File: config.mk
export PLATFORM = sky130hd
export DESIGN_NAME = subcode_rw_capture
export DESIGN_NICKNAME = d
export VERILOG_FILES = /design/src/rtl/subcode_pkg.sv /design/src/rtl/subcode_frame_qual.sv /design/src/rtl/subcode_burst_clk.sv /design/src/rtl/subcode_sym_shift.sv /design/src/rtl/subcode_rw_capture.sv
export SDC_FILE = /design/constraint.sdc
export NUM_CORES = 1
export LEC_CHECK = 0
export ABC_AREA = 0
export BUFFER_PORTS_ARGS = -buffer_cell sky130_fd_sc_hd__clkbuf_2
export CORE_UTILIZATION = 30
export CTS_CLUSTER_DIAMETER = 50
export DETAILED_ROUTE_END_ITERATION = 8
export GPL_TIMING_DRIVEN = 0
export REMOVE_ABC_BUFFERS = 1
export SLEW_MARGIN = 10
export SYNTH_ARGS = -nofsm -noshare
export SYNTH_HDL_FRONTEND = slang
export SYNTH_SLANG_ARGS = --single-unit
File: constraint.sdc
create_clock -name clk -period 2.35 [get_ports clk]
set_input_delay 0.235 -clock clk [delete_from_list [all_inputs] [get_ports clk]]
set_output_delay 0.235 -clock clk [all_outputs]
set_load 0.02 [all_outputs]
File: src/rtl/subcode_pkg.sv
package subcode_pkg;

  // Interface conventions selected by mode_i
  typedef enum logic [1:0] {
    IFM_RISE_NORM = 2'b00,
    IFM_UNUSED    = 2'b01,
    IFM_FALL      = 2'b10,
    IFM_RISE_INV  = 2'b11
  } if_mode_e;

  // Frame qualifier sequence
  typedef enum logic [1:0] {
    QS_IDLE  = 2'b00,
    QS_WAIT  = 2'b01,
    QS_LEAD  = 2'b10,
    QS_BURST = 2'b11
  } qual_state_e;

  function automatic logic mode_rising(input logic [1:0] m);
    return (m == IFM_RISE_NORM) || (m == IFM_RISE_INV);
  endfunction

endpackage

File: src/rtl/subcode_frame_qual.sv
module subcode_frame_qual
  import subcode_pkg::*;
#(
  parameter int unsigned QUAL_DLY  = 32,
  parameter int unsigned START_DLY = 70
) (
  input  logic       clk,
  input  logic       rst_n,
  input  logic       fsync_i,
  input  logic       bsync_i,
  input  logic       mute_i,
  input  logic [1:0] mode_i,
  input  logic       burst_done_i,
  output logic       go_o
);

  localparam int unsigned CNT_W = $clog2(START_DLY);
  localparam logic [CNT_W-1:0] QUAL_LAST  = CNT_W'(QUAL_DLY - 1);
  localparam logic [CNT_W-1:0] START_LAST = CNT_W'(START_DLY - 1);

  qual_state_e      state_q, state_d;
  logic [CNT_W-1:0] cnt_q, cnt_d;
  logic             fs_q;
  logic             edge_seen;
  logic             qual_ok;

  // Edge selection per mode; the unused code selects no edge
  always_comb begin
    edge_seen = 1'b0;
    qual_ok   = 1'b0;
    if (mode_rising(mode_i)) begin
      edge_seen = fsync_i && !fs_q;
      qual_ok   = fsync_i && !bsync_i;
    end else if (mode_i == IFM_FALL) begin
      edge_seen = !fsync_i && fs_q;
      qual_ok   = !fsync_i;
    end
  end

  always_comb begin
    state_d = state_q;
    cnt_d   = cnt_q;
    go_o    = 1'b0;
    unique case (state_q)
      QS_IDLE: begin
        cnt_d = '0;
        if (edge_seen && !mute_i) state_d = QS_WAIT;
      end
      QS_WAIT: begin
        cnt_d = cnt_q + 1'b1;
        if (cnt_q == QUAL_LAST) state_d = qual_ok ? QS_LEAD : QS_IDLE;
      end
      QS_LEAD: begin
        cnt_d = cnt_q + 1'b1;
        if (cnt_q == START_LAST) begin
          go_o    = 1'b1;
          state_d = QS_BURST;
        end
      end
      QS_BURST: begin
        if (burst_done_i) state_d = QS_IDLE;
      end
      default: state_d = QS_IDLE;
    endcase
    if (mute_i) state_d = QS_IDLE;
  end

  always_ff @(posedge clk or negedge rst_n) begin
    if (!rst_n) begin
      fs_q    <= 1'b0;
      state_q <= QS_IDLE;
      cnt_q   <= '0;
    end else begin
      fs_q    <= fsync_i;
      state_q <= state_d;
      cnt_q   <= cnt_d;
    end
  end

  AST_NO_START_MUTED: assert property (@(posedge clk) disable iff (!rst_n)
    (state_q == QS_IDLE && mute_i) |=> (state_q == QS_IDLE));

  AST_UNUSED_MODE_QUIET: assert property (@(posedge clk) disable iff (!rst_n)
    (state_q == QS_IDLE && mode_i == IFM_UNUSED) |=> (state_q == QS_IDLE));

  AST_LEAD_FROM_WAIT: assert property (@(posedge clk) disable iff (!rst_n)
    (state_q == QS_LEAD) |-> ($past(state_q) == QS_WAIT || $past(state_q) == QS_LEAD));

endmodule

File: src/rtl/subcode_burst_clk.sv
module subcode_burst_clk #(
  parameter int unsigned HALF_PER = 32,
  parameter int unsigned NPULSE   = 7
) (
  input  logic clk,
  input  logic rst_n,
  input  logic go_i,
  input  logic abort_i,
  output logic hi_o,
  output logic sample_o,
  output logic last_o
);

  localparam int unsigned HW = (HALF_PER > 1) ? $clog2(HALF_PER) : 1;
  localparam int unsigned IW = $clog2(NPULSE + 1);
  localparam logic [HW-1:0] HALF_LAST = HW'(HALF_PER - 1);
  localparam logic [IW-1:0] IDX_LAST  = IW'(NPULSE - 1);

  logic          on_q, on_d;
  logic          hi_q, hi_d;
  logic [HW-1:0] hcnt_q, hcnt_d;
  logic [IW-1:0] idx_q, idx_d;
  logic          phase_end;
  logic          st_en;

  assign phase_end = on_q && (hcnt_q == HALF_LAST);
  assign sample_o  = phase_end && hi_q && !abort_i;
  assign last_o    = sample_o && (idx_q == IDX_LAST);
  assign hi_o      = hi_q;
  assign st_en     = abort_i || go_i || on_q;

  always_comb begin
    on_d   = on_q;
    hi_d   = hi_q;
    hcnt_d = hcnt_q;
    idx_d  = idx_q;
    if (abort_i) begin
      on_d   = 1'b0;
      hi_d   = 1'b0;
      hcnt_d = '0;
      idx_d  = '0;
    end else if (go_i) begin
      on_d   = 1'b1;
      hi_d   = 1'b1;
      hcnt_d = '0;
      idx_d  = '0;
    end else if (on_q) begin
      if (phase_end) begin
        hcnt_d = '0;
        if (hi_q) begin
          hi_d = 1'b0;
          if (idx_q == IDX_LAST) on_d = 1'b0;
        end else begin
          hi_d  = 1'b1;
          idx_d = idx_q + 1'b1;
        end
      end else begin
        hcnt_d = hcnt_q + 1'b1;
      end
    end
  end

  always_ff @(posedge clk or negedge rst_n) begin
    if (!rst_n) begin
      on_q   <= 1'b0;
      hi_q   <= 1'b0;
      hcnt_q <= '0;
      idx_q  <= '0;
    end else if (st_en) begin
      on_q   <= on_d;
      hi_q   <= hi_d;
      hcnt_q <= hcnt_d;
      idx_q  <= idx_d;
    end
  end

  AST_MUTE_STOPS: assert property (@(posedge clk) disable iff (!rst_n)
    abort_i |=> (!on_q && !hi_q));

  AST_GO_WHEN_IDLE: assert property (@(posedge clk) disable iff (!rst_n)
    go_i |-> !on_q);

  AST_IDX_BOUND: assert property (@(posedge clk) disable iff (!rst_n)
    on_q |-> (idx_q <= IDX_LAST));

  AST_ACTIVE_INSIDE_BURST: assert property (@(posedge clk) disable iff (!rst_n)
    hi_q |-> on_q);

endmodule

File: src/rtl/subcode_sym_shift.sv
module subcode_sym_shift #(
  parameter int unsigned SYM_W = 6
) (
  input  logic             clk,
  input  logic             rst_n,
  input  logic             sample_i,
  input  logic             last_i,
  input  logic             sdata_i,
  input  logic             bsync_i,
  input  logic             mute_i,
  input  logic             track_blk_i,
  output logic [SYM_W-1:0] sym_o,
  output logic             valid_o,
  output logic             blk_o
);

  logic [SYM_W-1:0] sh_q, sh_d;
  logic [SYM_W-1:0] sym_q;
  logic             valid_q, blk_q;
  logic             pend_q, pend_d;
  logic             pend_set;

  // Oldest bit falls off the top after SYM_W+1 shifts
  assign sh_d     = {sh_q[SYM_W-2:0], sdata_i};
  assign pend_set = bsync_i && !mute_i && track_blk_i;

  always_comb begin
    pend_d = pend_q;
    if (last_i)   pend_d = 1'b0;
    if (pend_set) pend_d = 1'b1;
  end

  always_ff @(posedge clk or negedge rst_n) begin
    if (!rst_n) sh_q <= '0;
    else if (sample_i) sh_q <= sh_d;
  end

  always_ff @(posedge clk or negedge rst_n) begin
    if (!rst_n) sym_q <= '0;
    else if (last_i) sym_q <= sh_d;
  end

  always_ff @(posedge clk or negedge rst_n) begin
    if (!rst_n) begin
      valid_q <= 1'b0;
      blk_q   <= 1'b0;
      pend_q  <= 1'b0;
    end else begin
      valid_q <= last_i;
      blk_q   <= last_i && pend_q;
      pend_q  <= pend_d;
    end
  end

  assign sym_o   = sym_q;
  assign valid_o = valid_q;
  assign blk_o   = blk_q;

  AST_VALID_SINGLE: assert property (@(posedge clk) disable iff (!rst_n)
    valid_q |=> !valid_q);

  AST_SYM_HOLD: assert property (@(posedge clk) disable iff (!rst_n)
    !last_i |=> $stable(sym_q));

  AST_BLK_WITH_VALID: assert property (@(posedge clk) disable iff (!rst_n)
    blk_q |-> valid_q);

endmodule

File: src/rtl/subcode_rw_capture.sv
module subcode_rw_capture
  import subcode_pkg::*;
#(
  parameter int unsigned QUAL_DLY  = 32,
  parameter int unsigned START_DLY = 70,
  parameter int unsigned HALF_PER  = 32,
  parameter int unsigned SYM_W     = 6
) (
  input  logic             clk,
  input  logic             rst_n,
  input  logic             fsync_i,
  input  logic             bsync_i,
  input  logic             sdata_i,
  input  logic             mute_i,
  input  logic [1:0]       mode_i,
  output logic             rdclk_o,
  output logic [SYM_W-1:0] sym_o,
  output logic             sym_valid_o,
  output logic             blk_start_o
);

  localparam int unsigned NPULSE = SYM_W + 1;

  logic rst_meta_q, rst_sync_q;
  logic go, hi, sample, last;
  logic inv_pol, track_blk;

  // Reset asserted asynchronously, released on the clock
  always_ff @(posedge clk or negedge rst_n) begin
    if (!rst_n) begin
      rst_meta_q <= 1'b0;
      rst_sync_q <= 1'b0;
    end else begin
      rst_meta_q <= 1'b1;
      rst_sync_q <= rst_meta_q;
    end
  end

  assign inv_pol   = (mode_i == IFM_RISE_INV);
  assign track_blk = mode_rising(mode_i);

  subcode_frame_qual #(
    .QUAL_DLY  (QUAL_DLY),
    .START_DLY (START_DLY)
  ) u_qual (
    .clk          (clk),
    .rst_n        (rst_sync_q),
    .fsync_i      (fsync_i),
    .bsync_i      (bsync_i),
    .mute_i       (mute_i),
    .mode_i       (mode_i),
    .burst_done_i (last),
    .go_o         (go)
  );

  subcode_burst_clk #(
    .HALF_PER (HALF_PER),
    .NPULSE   (NPULSE)
  ) u_clk (
    .clk      (clk),
    .rst_n    (rst_sync_q),
    .go_i     (go),
    .abort_i  (mute_i),
    .hi_o     (hi),
    .sample_o (sample),
    .last_o   (last)
  );

  subcode_sym_shift #(
    .SYM_W (SYM_W)
  ) u_shift (
    .clk         (clk),
    .rst_n       (rst_sync_q),
    .sample_i    (sample),
    .last_i      (last),
    .sdata_i     (sdata_i),
    .bsync_i     (bsync_i),
    .mute_i      (mute_i),
    .track_blk_i (track_blk),
    .sym_o       (sym_o),
    .valid_o     (sym_valid_o),
    .blk_o       (blk_start_o)
  );

  assign rdclk_o = hi ^ inv_pol;

  AST_UNUSED_NO_SYMBOL: assert property (@(posedge clk) disable iff (!rst_sync_q)
    (mode_i == IFM_UNUSED && !hi) |=> !hi);

  AST_FALL_NO_BLOCK: assert property (@(posedge clk) disable iff (!rst_sync_q)
    (mode_i == IFM_FALL && $past(mode_i) == IFM_FALL) |-> !blk_start_o);

endmodule

# [Word level (Yosys, flattened, before mapping)]
# Cells that the tools add are included.
[totals] ff_bits=36 input_bits=8 out_inout_bits=9
[op_classes] add_sub_neg=3 eq_ne=14 mux=36 n_bitwise=1 reduce_logical=29
[op_table] cell="2-to-1 mux 5 bit" n=4
[op_table] cell="2-to-1 mux 1 bit" n=19
[op_table] cell="2-to-1 mux 3 bit" n=5
[op_table] cell="!= test 3 x 2 -> 1 bit (second input constant)" n=5
[op_table] cell="one-hot mux 7 bit (2 select lines)" n=1
[op_table] cell="2-to-1 mux 2 bit" n=6
[op_table] cell="logical AND 1 bit" n=11
[op_table] cell="equality test 2 bit (second input constant)" n=4
[op_table] cell="one-hot mux 2 bit (4 select lines)" n=1
[op_table] cell="AND reduction 4 bit" n=2
[op_table] cell="adder 7 x 1 -> 7 bit (second input constant)" n=1
[op_table] cell="equality test 7 x 5 -> 1 bit (second input constant)" n=1
[op_table] cell="equality test 7 bit (second input constant)" n=1
[op_table] cell="nonzero test 3 bit" n=2
[op_table] cell="adder 5 x 1 -> 5 bit (second input constant)" n=1
[op_table] cell="equality test 5 bit (second input constant)" n=1
[op_table] cell="zero test 1 bit" n=4
[op_table] cell="zero test 2 bit" n=2
[op_table] cell="nonzero test 2 bit" n=2
[op_table] cell="adder 3 x 1 -> 3 bit (second input constant)" n=1
[op_table] cell="equality test 3 bit (second input constant)" n=1
[op_table] cell="logical OR 1 bit" n=3
[op_table] cell="AND reduction 3 bit" n=1
[op_table] cell="equality test 2 x 1 -> 1 bit (second input constant)" n=1
[op_table] cell="3 further kinds" n=3

# [Logic depth before layout (Yosys ltp)]
[logic_depth] word_depth=8 mapped_depth=9

# [Cells and area by module]
# Synthesis repeated with hierarchy kept, for this count alone.
[hier_totals] cells_unflattened=167 hier_area_um2=1861.8
[modules_own_cells] mod="subcode_frame_qual" n_inst=1 cells_each=75 area_per_inst_um2=690.7 seq_area_each_um2=250.2
[modules_own_cells] mod="subcode_burst_clk" n_inst=1 cells_each=56 area_per_inst_um2=560.5 seq_area_each_um2=250.2
[modules_own_cells] mod="subcode_sym_shift" n_inst=1 cells_each=30 area_per_inst_um2=531.8 seq_area_each_um2=350.3
[modules_own_cells] mod="subcode_rw_capture" n_inst=1 cells_each=6 area_per_inst_um2=78.8 seq_area_each_um2=50.0

# [Worst setup path before layout]
# Ideal clock, no wire load.
[synth_path] path_kind="register to register" startpoint="reg u_clk.hcnt_q[0]" endpoint="reg u_qual.state_q[0]" arrival_time_ps=1875 t_required_ps=2271 setup_slack_ps=396 stages_incl_launch_ff=10 path_buffers=1 path_cell_list="dfrtp_1 -> ha_1 -> and3_1 -> ha_1 -> buf_2 -> nand4b_4 -> nor2_8 -> o32a_2 -> nand2_2 -> mux2i_1"
[synth_via] elab_chain_len=7
[synth_rtl] item="from (decl)" line_no="subcode_burst_clk.sv:21" source="logic [HW-1:0] hcnt_q, hcnt_d;"
[synth_rtl] item="from (signal assigned)" line_no="subcode_burst_clk.sv:72" source="hcnt_q <= hcnt_d;"
[synth_rtl] item="equality test 5 bit" line_no="subcode_burst_clk.sv:26" source="assign phase_end = on_q && (hcnt_q == HALF_LAST);"
[synth_rtl] item="logical AND 1 bit" line_no="subcode_burst_clk.sv:26"
[synth_rtl] item="logical AND 1 bit (2 in series)" line_no="subcode_burst_clk.sv:27" source="assign sample_o = phase_end && hi_q && !abort_i;"
[synth_rtl] item="logical AND 1 bit" line_no="subcode_burst_clk.sv:28" source="assign last_o = sample_o && (idx_q == IDX_LAST);"
[synth_rtl] item="via last" line_no="subcode_rw_capture.sv:25" source="logic go, hi, sample, last;"
[synth_rtl] item="!= test 3 x 2 -> 1 bit (no line)"
[synth_rtl] item="AND reduction 4 bit (no line)"
[synth_rtl] item="to (signal assigned)" line_no="subcode_frame_qual.sv:75" source="state_q <= state_d;"
[synth_rtl] item="to (decl)" line_no="subcode_frame_qual.sv:21" source="qual_state_e state_q, state_d;"
# The timed path passes the listed nets, and every way through them passes these cells.
# A chain may end at the register's enable or synchronous reset.

# [Worst setup path in the final report]
# Ends and elaborated chain as after synthesis.

==> metrics.txt <==
RR Startpoint=u_clk.hcnt_q[0]; Worst path most repeated cell=ha_1; GR Util All Layers=0.1075; Reg-to-Reg End=u_qual.state_q[0]; clk sink count=36; CTS tree=built; first-pass GRT wire length=5.195 mm; Routed WL=2.819 mm; Critical Path RT=2.56 ns; Hold Path Sink=u_qual.fs_q; asr flop ratio synth=1.000; Antenna Nets Post-Route=0; Synth Area per Inst=10.98 µm²; pre-CTS setup slack=0.2495 ns; Post-synth EDFFs=0; max capacitance violation total=0; DRC=0; HP Class=in -> reg; vias in the first global route=1180; Setup Skew=0.004237 ns; initial antenna violation count=0; synthesized instance count=163; CTS Buffer Depth=2; Via-to-Cell Ratio=4.599; top_reg_cell synth=dfrtp_1; crit end category=flip-flop; final critical-path required period=2.100 ns; Finish-stage setup viols=0; WHS Path Cells=1; PnR worst setup slack=0.2497 ns; CP Cell Sequence=ha_1, and3_1, ha_1, nand4b_4, nor2_8, o32a_2, nand2_2, mux2i_1; Worst Reg2Reg Path Length in Cells=8; r2r setup slk=0.25 ns; VDD IR max=248.6 µV; TritonRoute pass-1 iters=4; Clock Latency Late Sink=0.29 ns; Chip Height=79.23 µm; Rel. slew slack=0.5201; post-CTS resize count=0; n_diodes=0; core area=5642 µm²; H-tree levels=2; Crit Path Max Fanout=9; Die Wd=79.23 µm; RSZ-0062 raised after global routing=false; Warnings, synthesis=0; Netlist cell types=37; startpoint types=flip-flop; PD cells=682.1 nW/µm²; Area Growth Syn to Fin=15.52%; status=finished, final reports clean; gpl congestion=0.8097; Die Area=6277 µm²; DP Wirelength=2.026 mm; fraction of layout cells with a size suffix above 1=0.2378; Fmax=476.1 MHz; Worst EP arrival=2.31 ns; clock slew at reported path FFs=0.07 ns; wire per inst=10.97 µm; Static Leak=1.058 nW; Fin. Hold Viols=0; CP peak stage delay=0.41 ns; final slew viol count=0; Post-Syn Area=1789 µm²; CP max stage cell=dfrtp_1; initial cell density of the core=0.3171; Least-Margin Pin Slew=0.7198 ns; num ports=17; clock root buffer=clkbuf_8; total number of vias=1182; row count=27; CTS Buf Count=5; Setup TNS=0 ns; pin count of the biggest net entering global routing=35; critical path class=reg -> reg; Yosys reg bits=36; Hold Crit Start=fsync_i; Final #Nets=204; post-synthesis sequential area ratio=0.5035; IO Port Bufs=16; gr ovfl total=0; fin crit share=0.8937; Iter 0 DRT Violations=14
==> placed cells by master, fill, tap and decap left out, types with 2 or more instances in the layout <==
master,n
mux2_2,12
a22o_1,3
inv_1,10
clkbuf_8,5
nand3b_1,2
clkbuf_2,16
a21oi_1,7
xor2_1,3
nand2_1,16
nor4b_1,2
o21ai_0,6
ha_1,12
nor2_1,17
dfrtp_1,35
and3_1,2
nor3_1,2
nand4_1,2
mux2i_1,4
nand3_1,5
==> how the worst max path moves through the flow <==
stage	start	to	slack [ns]	depth (start not counted)
floorplan	u_clk.hcnt_q[0]	u_qual.state_q[0]	0.42	8
global placement	u_clk.hcnt_q[0]	u_qual.state_q[0]	0.25	8
detailed placement	u_clk.hcnt_q[0]	u_qual.state_q[1]	0.25	8
CTS	u_clk.hcnt_q[0]	u_qual.state_q[0]	0.21	8
global route	u_clk.hcnt_q[0]	u_qual.state_q[0]	0.13	8
finish	u_clk.hcnt_q[0]	u_qual.state_q[0]	0.25	8
==> synth_stat cells, types with 2 or more instances <==
cell type	count	area (µm²)
o21ai_0	6	30.03
nand3b_1	2	15.01
inv_1	10	37.54
nand3_1	5	25.02
mux2i_1	4	40.04
a22o_1	3	26.28
mux2_2	12	135.1
nand4_1	2	12.51
a21oi_1	7	35.03
ha_1	12	150.1
buf_2	3	15.01
and3_1	2	12.51
nand2_1	16	60.06
nor4b_1	2	17.52
nor3_1	2	10.01
dfrtp_1	36	900.9
nor2_1	17	63.81
xor2_1	3	26.28
==> stage by stage <==
stage	power (mW)	util	instance area, µm²	cells	hold WS [ns]
2_1_floorplan	0.8358	-	1774	160	-0.06059
3_3_place_gp	0.8861	0.3446	1944	248	0.02457
3_5_place_dp	0.8891	0.3449	1946	248	0.02674
4_1_cts	1.434	0.3664	2067	257	0.1032
5_1_grt	1.492	0.3664	2067	257	0.1124
6_report	1.410	0.3664	2067	257	0.1105
==> kinds of logic after synthesis <==
kind of cell,synth area share
simple gates,0.1713
flops,0.5035
compound gates,0.09231
mux,0.09790
buf+inv,0.02937
fa+ha+maj,0.08391
xor+xnor,0.01958
other cells,0.002096
==> power breakdown <==
part | internal, mW | switching [mW]
registers | 0.649 | 0.0391
logic | 0.0823 | 0.104
clock network | 0.314 | 0.222
total | 1.04 | 0.365
==> sequential cells by signal, indices dropped and copies added, names as in the netlist <==
name / count
u_clk.hi_o: 1
rst_sync_q: 1
u_shift.pend_q: 1
u_qual.state_q: 2
u_clk.on_q: 1
u_shift.sh_q: 5
u_shift.sym_o: 6
rst_meta_q: 1
u_shift.valid_o: 1
u_qual.fs_q: 1
u_shift.blk_o: 1
u_clk.idx_q: 3
u_clk.hcnt_q: 5
u_qual.cnt_q: 7
==> layer usage <==
| layer | up-vias | global-route usage | part of all wire |
|---|---|---|---|
| met4 | 0 | 0.04364 | 0.016 |
| met3 | 5 | 0.03793 | 0.040 |
| met1 | 561 | 0.1264 | 0.47 |
| li1 | 603 | - | - |
| met2 | 13 | 0.1776 | 0.48 |
| met5 | - | 0 | 0 |
==> area by class of cell <==
cell class,instances,area [µm²]
Clock inverter,3,42.54
Multi-Input combinational cell,114,835.8
Tap cell,72,90.09
Sequential cell,36,902.1
Clock buffer,5,68.82
Fill cell,562,3575
Timing Repair Buffer,17,90.09
Inverter,10,37.54
==> worst max-delay path: cells and delay by family (launching register included) <==
family                     cells  cell delay [ns]
DFF                            1             0.41
muxes                          1             0.18
and+or+nand+nor                4             0.56
adders and majority gates      2             0.52
AOI/OAI and AO/OA              1             0.35
==> what timing repair did <==
item / CTS / global route
buffers inserted: 0 / 0
hold buffers: 1 / 0
hold endpoints to repair: 2 / 0
(Power assumes the default switching activity.)
